`src/rtl/seg_guard.sv`:
```
module seg_guard (
  input  logic        clk,
  input  logic        rst_n,
  input  logic        ld_valid,
  input  logic [63:0] ld_desc,
  input  logic        ld_code,
  input  logic [1:0]  ld_rpl,
  input  logic [1:0]  ld_cpl,
  output logic        ld_done,
  output logic [2:0]  ld_fault,
  input  logic        ac_valid,
  input  logic [1:0]  ac_op,
  input  logic [31:0] ac_off,
  output logic        ac_done,
  output logic [2:0]  ac_fault,
  output logic [31:0] ac_addr,
  output logic        wb_req,
  output logic [63:0] wb_desc
);
  localparam logic [2:0] F_NONE  = 3'd0;
  localparam logic [2:0] F_CLASS = 3'd1;
  localparam logic [2:0] F_NP    = 3'd2;
  localparam logic [2:0] F_PRIV  = 3'd3;
  localparam logic [2:0] F_LIMIT = 3'd4;
  localparam logic [2:0] F_RIGHT = 3'd5;
  localparam logic [2:0] F_NOSEG = 3'd6;

  logic [63:0] dq;
  logic        vq;

  // load-side decode
  wire       l_s   = ld_desc[44];
  wire       l_e   = ld_desc[43];
  wire       l_dc  = ld_desc[42];
  wire       l_rw  = ld_desc[41];
  wire       l_p   = ld_desc[47];
  wire [1:0] l_dpl = ld_desc[46:45];
  wire [1:0] eff_pl = (ld_cpl > ld_rpl) ? ld_cpl : ld_rpl;

  wire class_bad = !l_s || (ld_code ? !l_e : (l_e && !l_rw));
  wire priv_bad  = ld_code ? (l_dc ? (ld_cpl < l_dpl) : (ld_cpl != l_dpl))
                           : (eff_pl > l_dpl);
  wire [2:0] ld_code_n = class_bad ? F_CLASS :
                         !l_p      ? F_NP    :
                         priv_bad  ? F_PRIV  : F_NONE;

  // access-side decode
  wire [31:0] base  = {dq[63:56], dq[39:16]};
  wire [19:0] lim20 = {dq[51:48], dq[15:0]};
  wire [31:0] elim  = dq[55] ? {lim20, 12'hFFF} : {12'h000, lim20};
  wire        is_code = dq[43];
  wire        exp_dn  = !is_code && dq[42];
  wire        in_lim  = exp_dn ? (ac_off > elim) : (ac_off <= elim);

  logic rights_ok;
  always_comb begin
    case (ac_op)
      2'd0:    rights_ok = !is_code || dq[41];
      2'd1:    rights_ok = !is_code && dq[41];
      2'd2:    rights_ok = is_code;
      default: rights_ok = 1'b0;
    endcase
  end

  wire [2:0] ac_code_n = !vq        ? F_NOSEG :
                         !rights_ok ? F_RIGHT :
                         !in_lim    ? F_LIMIT : F_NONE;
  wire ac_ok    = (ac_code_n == F_NONE);
  wire mark_acc = ac_valid && ac_ok && !dq[40] && !ld_valid;

  always_ff @(posedge clk) begin
    if (!rst_n) begin
      dq <= '0; vq <= 1'b0;
      ld_done <= 1'b0; ld_fault <= F_NONE;
      ac_done <= 1'b0; ac_fault <= F_NONE; ac_addr <= '0;
      wb_req <= 1'b0; wb_desc <= '0;
    end else begin
      ld_done <= ld_valid;
      ac_done <= ac_valid;
      wb_req  <= mark_acc;
      if (ac_valid) begin
        ac_fault <= ac_code_n;
        ac_addr  <= ac_ok ? base + ac_off : 32'h0;
      end
      if (mark_acc) begin
        dq[40]  <= 1'b1;
        wb_desc <= dq | (64'h1 << 40);
      end
      if (ld_valid) begin
        ld_fault <= ld_code_n;
        vq       <= (ld_code_n == F_NONE);
        dq       <= ld_desc;
      end
    end
  end

  p_addr_clear_r9: assert property (@(posedge clk) disable iff (!rst_n)
    (ac_done && ac_fault != F_NONE) |-> (ac_addr == 32'h0));
  p_wb_once_r10: assert property (@(posedge clk) disable iff (!rst_n)
    wb_req |=> !wb_req);
  p_wb_ok_r10: assert property (@(posedge clk) disable iff (!rst_n)
    wb_req |-> (ac_done && ac_fault == F_NONE && wb_desc[40]));
  p_ok_needs_seg_r4: assert property (@(posedge clk) disable iff (!rst_n)
    (ac_done && ac_fault == F_NONE) |-> $past(vq));
  p_present_r4: assert property (@(posedge clk) disable iff (!rst_n)
    (ld_done && ld_fault == F_NONE) |-> (vq && dq[47]));
  p_done_r11: assert property (@(posedge clk) disable iff (!rst_n)
    ac_valid |=> ac_done);
endmodule

```
`config.mk`:
```
export PLATFORM = sky130hd
export DESIGN_NAME = seg_guard
export DESIGN_NICKNAME = d
export VERILOG_FILES = /design/src/rtl/seg_guard.sv
export SDC_FILE = /design/constraint.sdc
export NUM_CORES = 1
export LEC_CHECK = 0
export BUFFER_PORTS_ARGS = -buffer_cell sky130_fd_sc_hd__buf_4
export CORE_MARGIN = 2
export CORE_UTILIZATION = 40
export CTS_CLUSTER_SIZE = 28
export DETAILED_ROUTE_END_ITERATION = 7
export MAX_ROUTING_LAYER = met4
export PLACE_DENSITY = 0.66
export RECOVER_POWER = 50
export REMOVE_ABC_BUFFERS = 1
export SETUP_SLACK_MARGIN = 0.3
export SLEW_MARGIN = 20
export SYNTH_ARGS = -nofsm -noshare
export SYNTH_HDL_FRONTEND = slang
export SYNTH_SLANG_ARGS = --single-unit
```
`constraint.sdc`:
```
create_clock -name clk -period 4 [get_ports clk]
set_input_delay 0.4 -clock clk [delete_from_list [all_inputs] [get_ports clk]]
set_output_delay 0.4 -clock clk [all_outputs]
set_load 0.005 [all_outputs]
```
# == After elaboration in Yosys (flattened, before gate mapping) ==
# Index checks and enable logic that the tools add are counted.
# op_classes
reduce_logical,18
magnitude_cmp,5
addsub,1
eq_ne,3
mux,16
# ops
operator,count
$mux W32,2
$mux W41,1
$add A32 B32 Y32,1
$gt A32 B32 Y1,1
$le A32 B32 Y1,1
$mux W3,3
$mux W2,4
$logic_and A1 B1 Y1,6
$logic_not A1 Y1,6
$logic_not A3 Y1,2
$mux W1,5
$gt A2 B2 Y1,2
$pmux W1 S3,1
$eq A2 B1 Y1 const B,1
$eq A2 B2 Y1 const B,1
$logic_not A2 Y1,1
$logic_or A1 B1 Y1,2
$lt A2 B2 Y1,1
$ne A2 B2 Y1,1
$reduce_bool A2 Y1,1
# totals
out_inout_bits,105
ff_bits,170
word_cells,53

# == Logic depth before layout (Yosys ltp) ==
# Gate-level depths: netlist (run 1).
# logic_depth
word_depth,12
depth_mapped,14

# == Worst setup path after synthesis (run 1) ==
# OpenSTA, ideal clock, no wires.
# synth_path
path_type,register -> register
startpoint,reg dq[55]
endpoint,reg wb_desc[10]
stages_incl_launch_ff,15
path_buffers,4
slack_ns,0.865
t_arrival_ns,3.063
required_ns,3.928
period_less_slack_ns,3.135
path_cell_list,dfxtp_1 clkbuf_1 buf_1 mux2i_1 ha_1 nand4_1 nor4_2 a21boi_1 o41ai_1 a21oi_1 nor3_2 and2_1 buf_6 buf_6 mux2i_1
# synth_between
elab_chain_len,10
elab_cells_between_ends,11
# synth_rtl
element,line_no,source
"start, declared",28,logic [63:0] dq;
"start signal, assigned",92,dq <= ld_desc;
$mux W32 (*),50,"wire [31:0] elim = dq[55] ? {lim20, 12'hFFF} : {12'h000, lim20};"
$le A32 B32 Y1 / $gt A32 B32 Y1 (equally long branches),53,wire in_lim = exp_dn ? (ac_off > elim) : (ac_off <= elim);
$mux W1 (*),53,
$mux W3 (*),67,!in_lim ? F_LIMIT : F_NONE;
$mux W3 (*),66,!rights_ok ? F_RIGHT :
$mux W3 (*),65,wire [2:0] ac_code_n = !vq ? F_NOSEG :
$logic_not A3 Y1 (*),68,wire ac_ok = (ac_code_n == F_NONE);
$logic_and A1 B1 Y1 (*) (3 in series),69,wire mark_acc = ac_valid && ac_ok && !dq[40] && !ld_valid;
"end signal, assigned",87,wb_desc <= dq | (64'h1 << 40);
"end, declared",18,output logic [63:0] wb_desc
# Mark *: on every way between the ends. The rest lies on a longest branch, timed or not.
# A chain may end at the register's enable or synchronous reset.

# == Final worst setup path (run 1) ==
# layout_path
startpoint,reg dq[55]
endpoint,reg ac_addr[24]
# layout_between
elab_chain_len,8
elab_cells_between_ends,9
# layout_rtl
element,line_no,source
$mux W32 (*),50,
$le A32 B32 Y1 / $gt A32 B32 Y1 (equally long branches),53,
$mux W1 (*),53,
$mux W3 (*),67,
$mux W3 (*),66,
$mux W3 (*),65,
$logic_not A3 Y1 (*),68,
$mux W32 (*),83,ac_addr <= ac_ok ? base + ac_off : 32'h0;
"end signal, assigned",83,
"end, declared",16,"output logic [31:0] ac_addr,"
# Marks and branches as above.

==> results.tsv, run 1 <==
metric	value	unit
yosys.area_share.simple	0.188	
ys.flop_type	dfxtp_1	
min_path_cells	3	
syn-instance-count	1015	
syn2layout_area_growth	27.2	%
clk-insertion-delay-late	0.43	ns
worstSetupPathType	reg -> reg	
violations	max-capacitance violations, max-slew violations	
synth_area_leaders	dfxtp_1, mux2i_1, ha_1, nand2_1, nor2_1	
clock_path_buffers	2	
io_buffers	210	
routed_via_density	5.09	
routed_wl	24300	µm
grt_overflow	0	
coreArea	0.0218	mm²
status	complete, but fails checks	
drive_gt1_frac	0.210	
dr.pass1.iters	6	
yosysTopAreaCellShare	0.384	
drtIter0Drc	379	
place_area	0.0106	mm²
ys_ff_latch	169	
setup_viol	0	
synth_compound_area_frac	0.113	
grt_pass1_vias	7089	
crit_family	compound AO/OA/AOI/OAI gates	
crit_top_cell	o41ai_1	
fp.dieArea	0.0233	mm²
ant_nets	0	
cts_root_buf	clkbuf_16	
cp_cell_sequence	buf_4 -> mux2i_1 -> ha_1 -> nand4_1 -> nor4_2 -> a21boi_1 -> o41ai_1 -> a21oi_1 -> nor3_2 -> nand2_1 -> o41ai_1	
ir_drop	0.000244	V
crit_path_end_kind	flop	
rsz0062_at_grt	false	
drcViolationCount	0	
synth_cell_type_count	59	
syn_area_per_cell	8.69	µm²
antenna_found_initial	0	
synth_area_leader_cell	dfxtp_1	
timing.final.crit_share	0.870	
cpPeakStageDelay	0.54	ns
worst-path-buf-inv	1	
routedWlPerCell	16.2	µm
tritoncts	built	
slew_viol_final	130	
vias	7643	
cts_hold_buf	0	
cts_buffers	17	
dp_hpwl	18400	µm
hold_viol_final	0	
relSlewSlack	-0.682	
fin_skew	0.00964	ns
timing.hold.ws	0.205	ns
final_nets	1390	
insertedDiodeCount	0	
clock_sinks	169	
yosysSeqAreaShare	0.384	
cts.htree.levels	4	
fillers	2081	
start_util	0.405	
yosysMostFrequentCell	nand2_1	
max_slew.worst_pin.slew	2.52	ns
die-height	152	µm
synth_common_cells	nand2_1, dfxtp_1, mux2i_1	
cp-start-kind	flop	
p_per_area	362	mW/mm²
path_depth	11	
io-pin-count	212	
synth-xor-area-share	0.0238	
rows	54	
netlist_area	0.00882	mm²
r2r_cells	11	
synth_top_family_by_area	simple AND/OR/NAND/NOR gates	
arrival	3.79	ns
hp-class	in -> reg	
dieWidth	152	µm
cp_max_fo	20	
place.gp.congestion	0.907	
ys_warn_count	0	
fmax	287	MHz
grt_pass1_wl	37800	µm
synth-adder-area-share	0.102	
p_leak	4.88	nW
cpMaxStageDelayCell	o41ai_1	
synth-edff-count	0	
required	4.31	ns
clk_pin_slew_worst_paths	0.06	ns
timing.max_cap.violations	3	
synth_mux_area_frac	0.152	
synthArstFlopShare	0	
period_needed	3.48	ns
grt_max_degree	79	
finalInstanceArea	0.0112	mm²
grt.total_usage	0.209	
==> area by class of cell <==
| cell class | instances | area, µm² | area share |
|---|---|---|---|
| multi-input combinational | 774 | 5110 | 0.456 |
| sequential | 169 | 3380 | 0.302 |
| timing repair buffer | 230 | 1700 | 0.152 |
| clock buffer | 22 | 474 | 0.0423 |
| tap | 280 | 350 | 0.0312 |
| clock inverter | 8 | 120 | 0.0107 |
| inverter | 20 | 75.1 | 0.00669 |
==> metal layers <==
metal,vias up,GRT usage,wire (µm)
met2,199,0.331,11400
met5,-,-,0
met3,18,0.0435,1360
met1,3536,0.275,11200
li1,3890,-,-
met4,0,0.0507,284
==> what timing repair did <==
action / in CTS / in global routing
setup endpoints to repair: 0 / 46
setup buffers: 0 / 9
gates resized for setup: 0 / 0
==> where the power goes <==
part	total [mW]	leakage, nW	internal [mW]	switching [mW]
logic	0.594	3.22	0.268	0.325
registers	1.77	1.38	1.73	0.0413
clock network	1.70	0.288	1.02	0.674
==> path summary, 6_finish.rpt <==
| kind | from | end | slack, ns |
|---|---|---|---|
| max | dq[55] | ac_addr[24] | 0.52 |
| min | ld_desc[3] | dq[3] | 0.20 |
| max reg2reg | dq[55] | ac_addr[24] | 0.52 |
| min reg2reg | wb_desc[24] | wb_desc[24] | 0.46 |
==> layout by cell type, fill, tap and decap left out, types with 3 or more instances in the layout <==
cell / instances
and3_1: 10
a21o_1: 9
o211ai_1: 7
and4_1: 3
nor2_1: 111
clkinv_2: 3
a211oi_1: 5
o21ai_0: 25
clkbuf_4: 62
xor2_1: 12
bufinv_16: 3
o2111ai_1: 3
dfxtp_1: 169
a31oi_1: 3
clkbuf_8: 3
nor2b_1: 22
xnor2_1: 12
o21bai_1: 3
nor3_1: 6
a21boi_0: 3
nand4_1: 6
o21a_1: 8
clkbuf_16: 17
o31a_1: 3
nand3_1: 12
nand3b_1: 3
ha_1: 70
a21oi_1: 66
clkbuf_1: 15
nand2_1: 195
nand2b_1: 7
mux2i_1: 134
inv_1: 20
o41ai_1: 3
buf_4: 152
==> metrics by stage <==
stage / worst slack, ns / TNS (ns) / instances / util / power [mW]
2_1_floorplan: -1.58 / -100.88 / 963 / - / 2.14
3_3_place_gp: 0.635 / 0 / 1464 / 0.487 / 2.39
3_5_place_dp: 0.487 / 0 / 1464 / 0.487 / 2.39
4_1_cts: 0.472 / 0 / 1494 / 0.515 / 4.09
5_1_grt: 0.214 / 0 / 1503 / 0.516 / 4.23
6_report: 0.520 / 0 / 1503 / 0.516 / 4.06
==> state kept, by name, indices dropped and copies added (netlist names) <==
name	cells
dq	64
wb_desc	64
ac_addr	32
ac_fault	3
ld_fault	2
ac_done	1
ld_done	1
vq	1
wb_req	1
==> kinds of logic after synthesis <==
| group | Yosys count |
|---|---|
| and+or+nand+nor | 386 |
| DFF | 169 |
| muxes | 134 |
| AOI/OAI and AO/OA | 158 |
| other | 1 |
| xor gates and xnor gates | 24 |
| buffers and inverters | 72 |
| adders and majority gates | 71 |
==> worst min-delay path: cells and delay by family <==
kind | cells | cell delay (ns)
and+or+nand+nor | 1 | 0.07
muxes | 1 | 0.05
buffers and inverters | 1 | 0.08
No activity file was read; power rests on OpenSTA's default activity.
==> run 2, diff against run 1 <==
--- a/config.mk
+++ b/config.mk
@@ -5,8 +5,9 @@
 export SDC_FILE = /design/constraint.sdc
 export NUM_CORES = 1
 export LEC_CHECK = 0
+export ABC_CLOCK_PERIOD_IN_PS = 4000
 export BUFFER_PORTS_ARGS = -buffer_cell sky130_fd_sc_hd__buf_4
-export CORE_MARGIN = 2
+export CORE_MARGIN = 4
 export CORE_UTILIZATION = 40
 export CTS_CLUSTER_SIZE = 28
 export DETAILED_ROUTE_END_ITERATION = 7
==> results.tsv, run 2 (synthesis results as in run 1) <==
metric	value	unit
place_area	0.0106	mm²
final_nets	1379	
seqCellArea	0.00338	mm²
crit_family	simple AND/OR/NAND/NOR gates	
clock_sinks	169	
rows	54	
antenna_found_initial	2	
fin_skew	0.00746	ns
post-route-util	0.511	
cts_root_buf	clkbuf_16	
p_leak	4.77	nW
finalSetupTns	0	ns
multi_input_area	0.00513	mm²
io-pin-count	212	
cp_cell_sequence	buf_6 -> mux2i_1 -> ha_1 -> nand4_1 -> nor4_2 -> a21boi_1 -> o41ai_1 -> a21oi_1 -> nor3_4 -> and2_4 -> buf_12 -> mux2i_1	
comb_power_share	0.146	
clock_path_buffers	2	
timing.final.crit_share	0.861	
clk_pin_slew_worst_paths	0.07	ns
layout_common_cells	nand2_1, dfxtp_1, mux2i_1	
crit_path_end_kind	flop	
dr.pass1.iters	5	
wl_met2	11500	µm
ant_nets	0	
relSlewSlack	-0.566	
grt_overflow	0	
slew_viol_final	138	
dp_hpwl	18700	µm
m1WireLength	11500	µm
arrival	3.79	ns
intPower	2.96	mW
place_inst	1461	
grt_max_degree	84	
grt_pass1_vias	7525	
worst-path-buf-inv	2	
ir_drop	0.000282	V
p_per_area	362	mW/mm²
finalInstanceArea	0.0111	mm²
hold_viol_final	0	
coreArea	0.0218	mm²
reg.largest.list	dq x64, wb_desc x64, ac_addr x32	
fp.dieArea	0.0245	mm²
setup_slack	0.554	ns
die-height	156	µm
routedWlPerCell	16.7	µm
power_switching	1.07	mW
cpPeakStageDelay	0.40	ns
cts_buffers	17	
drive_gt1_frac	0.199	
place.gp.congestion	0.882	
grt_pass1_wl	39500	µm
p_total	4.03	mW
period_needed	3.45	ns
clk-insertion-delay-late	0.42	ns
start_util	0.405	
cp-start-kind	flop	
io_buffers	210	
routed_wl	25000	µm
setup_viol	0	
drcViolationCount	0	
tritoncts	built	
crit_top_cell	mux2i_1	
final_common_cell	nand2_1	
rsz0062_at_grt	false	
timing.max_cap.violations	2	
max_slew.worst_pin.slew	2.35	ns
required	4.34	ns
cp_max_fo	33	
violations	max-capacitance violations, max-slew violations	
fillers	2103	
cpMaxStageDelayCell	o41ai_1	
fmax	290	MHz
drtIter0Drc	336	
final_cell_count_no_fill	1496	
cts.htree.levels	4	
clkPwrFrac	0.415	
swShare	0.265	
worstSetupPathType	reg -> reg	
topRoutingLayerUsed	met4	
routed_via_density	5.08	
hp-class	in -> reg	
syn2layout_area_growth	26.1	%
vias	7600	
cts_hold_buf	0	
status	complete, but fails checks	
dr_wl_met3	1510	µm
pre_cts_slack	0.426	ns
pwr-share-seq	0.439	
dieWidth	156	µm
grt.total_usage	0.209	
timing.hold.ws	0.210	ns
-- run 2: changes by cell type in the layout (fill, tap and decap cells not counted), moves of 2 or more --
cell	before	now
buf_4	152	117
clkbuf_4	62	76
clkbuf_1	15	23
clkinvlp_4	2	4
diode_2	0	2
-- run 2: routing by layer --
metal / GRT usage / vias up
li1: - / 3863
met5: - / -
met1: 0.270 / 3513
met3: 0.0487 / 29
met2: 0.327 / 195
met4: 0.0640 / 0
-- run 2: layout make-up --
cell class,instances,share of cell area
Inverter,20,0.00686
Sequential cell,169,0.304
Multi-Input combinational cell,775,0.461
Clock inverter,10,0.0106
Clock buffer,22,0.0426
Antenna cell,2,0.000450
Timing Repair Buffer,218,0.142
Tap cell,280,0.0315
-- run 2: timing repair --
| action | CTS | global route |
|---|---|---|
| endpoints found under the setup margin | 0 | 47 |
| gates resized for setup | 0 | 3 |
| setup buffers | 0 | 0 |
| hold endpoints to repair | 0 | 0 |
-- run 2: power by group through the flow --
| stage | Clock [mW] | Sequential (mW) | Combinational, mW |
|---|---|---|---|
| 2_1_floorplan | 0 | 1.79 | 0.347 |
| 3_3_place_gp | 0 | 1.81 | 0.576 |
| 3_5_place_dp | 0 | 1.81 | 0.586 |
| 4_1_cts | 1.70 | 1.77 | 0.589 |
| 5_1_grt | 1.80 | 1.78 | 0.662 |
| 6_report | 1.67 | 1.77 | 0.587 |
-- run 2: path summary, 6_finish.rpt --
check / slack (ns) / end / depth (start not counted) / startpoint
max: 0.55 / wb_desc[27] / 12 / dq[55]
min: 0.21 / dq[57] / 3 / ld_desc[57]
max reg2reg: 0.55 / wb_desc[27] / 12 / dq[55]
min reg2reg: 0.46 / wb_desc[9] / 2 / wb_desc[9]
-- run 2: worst register-to-register path: cells and delay by family, from the launching register on --
kind	cells	cell delay [ns]
and+or+nand+nor	4	0.98
AOI/OAI and AO/OA	3	0.73
buffers and inverters	2	0.55
muxes	2	0.50
DFF	1	0.34
adders and majority gates	1	0.27
==> run 3, diff against run 2 <==
--- a/config.mk
+++ b/config.mk
@@ -9,13 +9,13 @@
 export BUFFER_PORTS_ARGS = -buffer_cell sky130_fd_sc_hd__buf_4
 export CORE_MARGIN = 4
 export CORE_UTILIZATION = 40
+export CTS_CLUSTER_DIAMETER = 200
 export CTS_CLUSTER_SIZE = 28
 export DETAILED_ROUTE_END_ITERATION = 7
 export MAX_ROUTING_LAYER = met4
 export PLACE_DENSITY = 0.66
-export RECOVER_POWER = 50
+export RECOVER_POWER = 25
 export REMOVE_ABC_BUFFERS = 1
-export SETUP_SLACK_MARGIN = 0.3
 export SLEW_MARGIN = 20
 export SYNTH_ARGS = -nofsm -noshare
 export SYNTH_HDL_FRONTEND = slang
==> results.tsv, run 3 (synthesis results as in run 1) <==
metric	value	unit
io-pin-count	212	
place.gp.congestion	0.882	
final_cell_count_no_fill	1494	
clkPwrFrac	0.415	
final_nets	1378	
cts_buffers	17	
max_slew.worst_pin.slew	2.32	ns
io_buffers	210	
fin_skew	0.00853	ns
p_per_area	361	mW/mm²
drive_gt1_frac	0.212	
hp-class	in -> reg	
required	4.35	ns
grt.total_usage	0.209	
grt_pass1_vias	7525	
cts.htree.levels	4	
clock_sinks	169	
arrival	3.95	ns
clk_pin_slew_worst_paths	0.07	ns
ir_drop	0.000266	V
routed_wl	24800	µm
relSlewSlack	-0.545	
m1WireLength	11400	µm
layout_common_cells	nand2_1, buf_4, dfxtp_1	
topRoutingLayerUsed	met4	
wl_met2	11400	µm
p_total	4.03	mW
cp_max_fo	33	
clk-insertion-delay-late	0.42	ns
intPower	2.96	mW
violations	max-capacitance violations, max-slew violations	
die-height	156	µm
r2r_cells	12	
post-route-util	0.513	
ant_nets	0	
coreArea	0.0218	mm²
cp_cell_sequence	buf_4 -> mux2i_1 -> ha_1 -> nand4_1 -> nor4_2 -> a21boi_1 -> o41ai_1 -> a21oi_1 -> nor3_2 -> and2_4 -> buf_12 -> mux2i_1	
grt_pass1_wl	39500	µm
drtIter0Drc	328	
hold_viol_final	0	
timing.max_cap.violations	2	
dr_wl_met3	1570	µm
syn2layout_area_growth	26.5	%
rsz0062_at_grt	false	
antenna_found_initial	1	
pwr-share-seq	0.439	
start_util	0.405	
min_path_cells	3	
grt_max_degree	84	
grt_overflow	0	
cts_setup_buffers	0	
fp.dieArea	0.0245	mm²
drcViolationCount	0	
cpPeakStageDelay	0.50	ns
place_inst	1461	
status	complete, but fails checks	
slew_viol_final	138	
crit_top_cell	mux2i_1	
crit_path_end_kind	flop	
swShare	0.265	
timing.hold.ws	0.208	ns
tritoncts	built	
fmax	277	MHz
cts_root_buf	clkbuf_16	
final_common_cell	nand2_1	
clock_path_buffers	2	
dp_hpwl	18700	µm
p_leak	4.86	nW
rows	54	
timing.final.crit_share	0.901	
cts_resized	0	
routedWlPerCell	16.6	µm
fillers	2090	
dieWidth	156	µm
vias	7600	
worstSetupPathType	reg -> reg	
period_needed	3.60	ns
reg.largest.list	dq x64, wb_desc x64, ac_addr x32	
cp-start-kind	flop	
comb_power_share	0.145	
setup_viol	0	
dr.pass1.iters	5	
power_switching	1.07	mW
cts_hold_buf	0	
cpMaxStageDelayCell	and2_4	
routed_via_density	5.09	
## run 3: cell types whose count changed in the layout (fill, tap and decap cells not counted), sizes merged
cell	previous run	this run
buf	120	187
clkbuf	120	53
and2	4	3
diode	2	1
## run 3: power groups by stage
stage / clock network (mW) / logic (mW) / registers [mW]
after floorplan: 0 / 0.347 / 1.79
after global placement: 0 / 0.576 / 1.81
after detailed placement: 0 / 0.586 / 1.81
after CTS: 1.70 / 0.589 / 1.77
after global routing: 1.80 / 0.660 / 1.78
final: 1.67 / 0.585 / 1.77
## run 3: through the flow
stage | setup TNS, ns | area, µm² | worst slack, ns
floorplan | -100.88 | 8570 | -1.58
global placement | 0 | 10600 | 0.618
detailed placement | 0 | 10600 | 0.426
CTS | 0 | 11200 | 0.400
global route | 0 | 11200 | 0.0807
finish | 0 | 11200 | 0.395
## run 3: critical path, delay by kind of cell, from the launching register on
kind	cells	cell delay [ns]
AO/OA/AOI/OAI	3	0.70
adder cells (fa/ha/maj)	1	0.27
buffers and inverters	2	0.64
flip-flops	1	0.33
multiplexers	2	0.49
AND/OR/NAND/NOR	4	1.07
## run 3: metal layers
layer | vias up | GRT usage
met2 | 195 | 0.327
met1 | 3519 | 0.270
met4 | 0 | 0.0640
met3 | 29 | 0.0487
met5 | - | -
li1 | 3857 | -
## run 3: path summary, 6_finish.rpt
kind / slack [ns] / end / start
worst max-delay path: 0.40 / wb_desc[27] / dq[55]
worst min-delay path: 0.21 / dq[5] / ld_desc[5]
worst max register to register: 0.40 / wb_desc[27] / dq[55]
worst min register to register: 0.46 / ac_addr[18] / ac_addr[18]
## run 3: cell type report
cell class | instances | area (µm²) | area share
tap | 280 | 350 | 0.0314
antenna | 1 | 2.50 | 0.000224
sequential | 169 | 3380 | 0.303
multi-input combinational | 774 | 5110 | 0.458
timing repair buffer | 218 | 1640 | 0.147
inverter | 20 | 76.3 | 0.00684
clock buffer | 22 | 474 | 0.0425
clock inverter | 10 | 118 | 0.0105
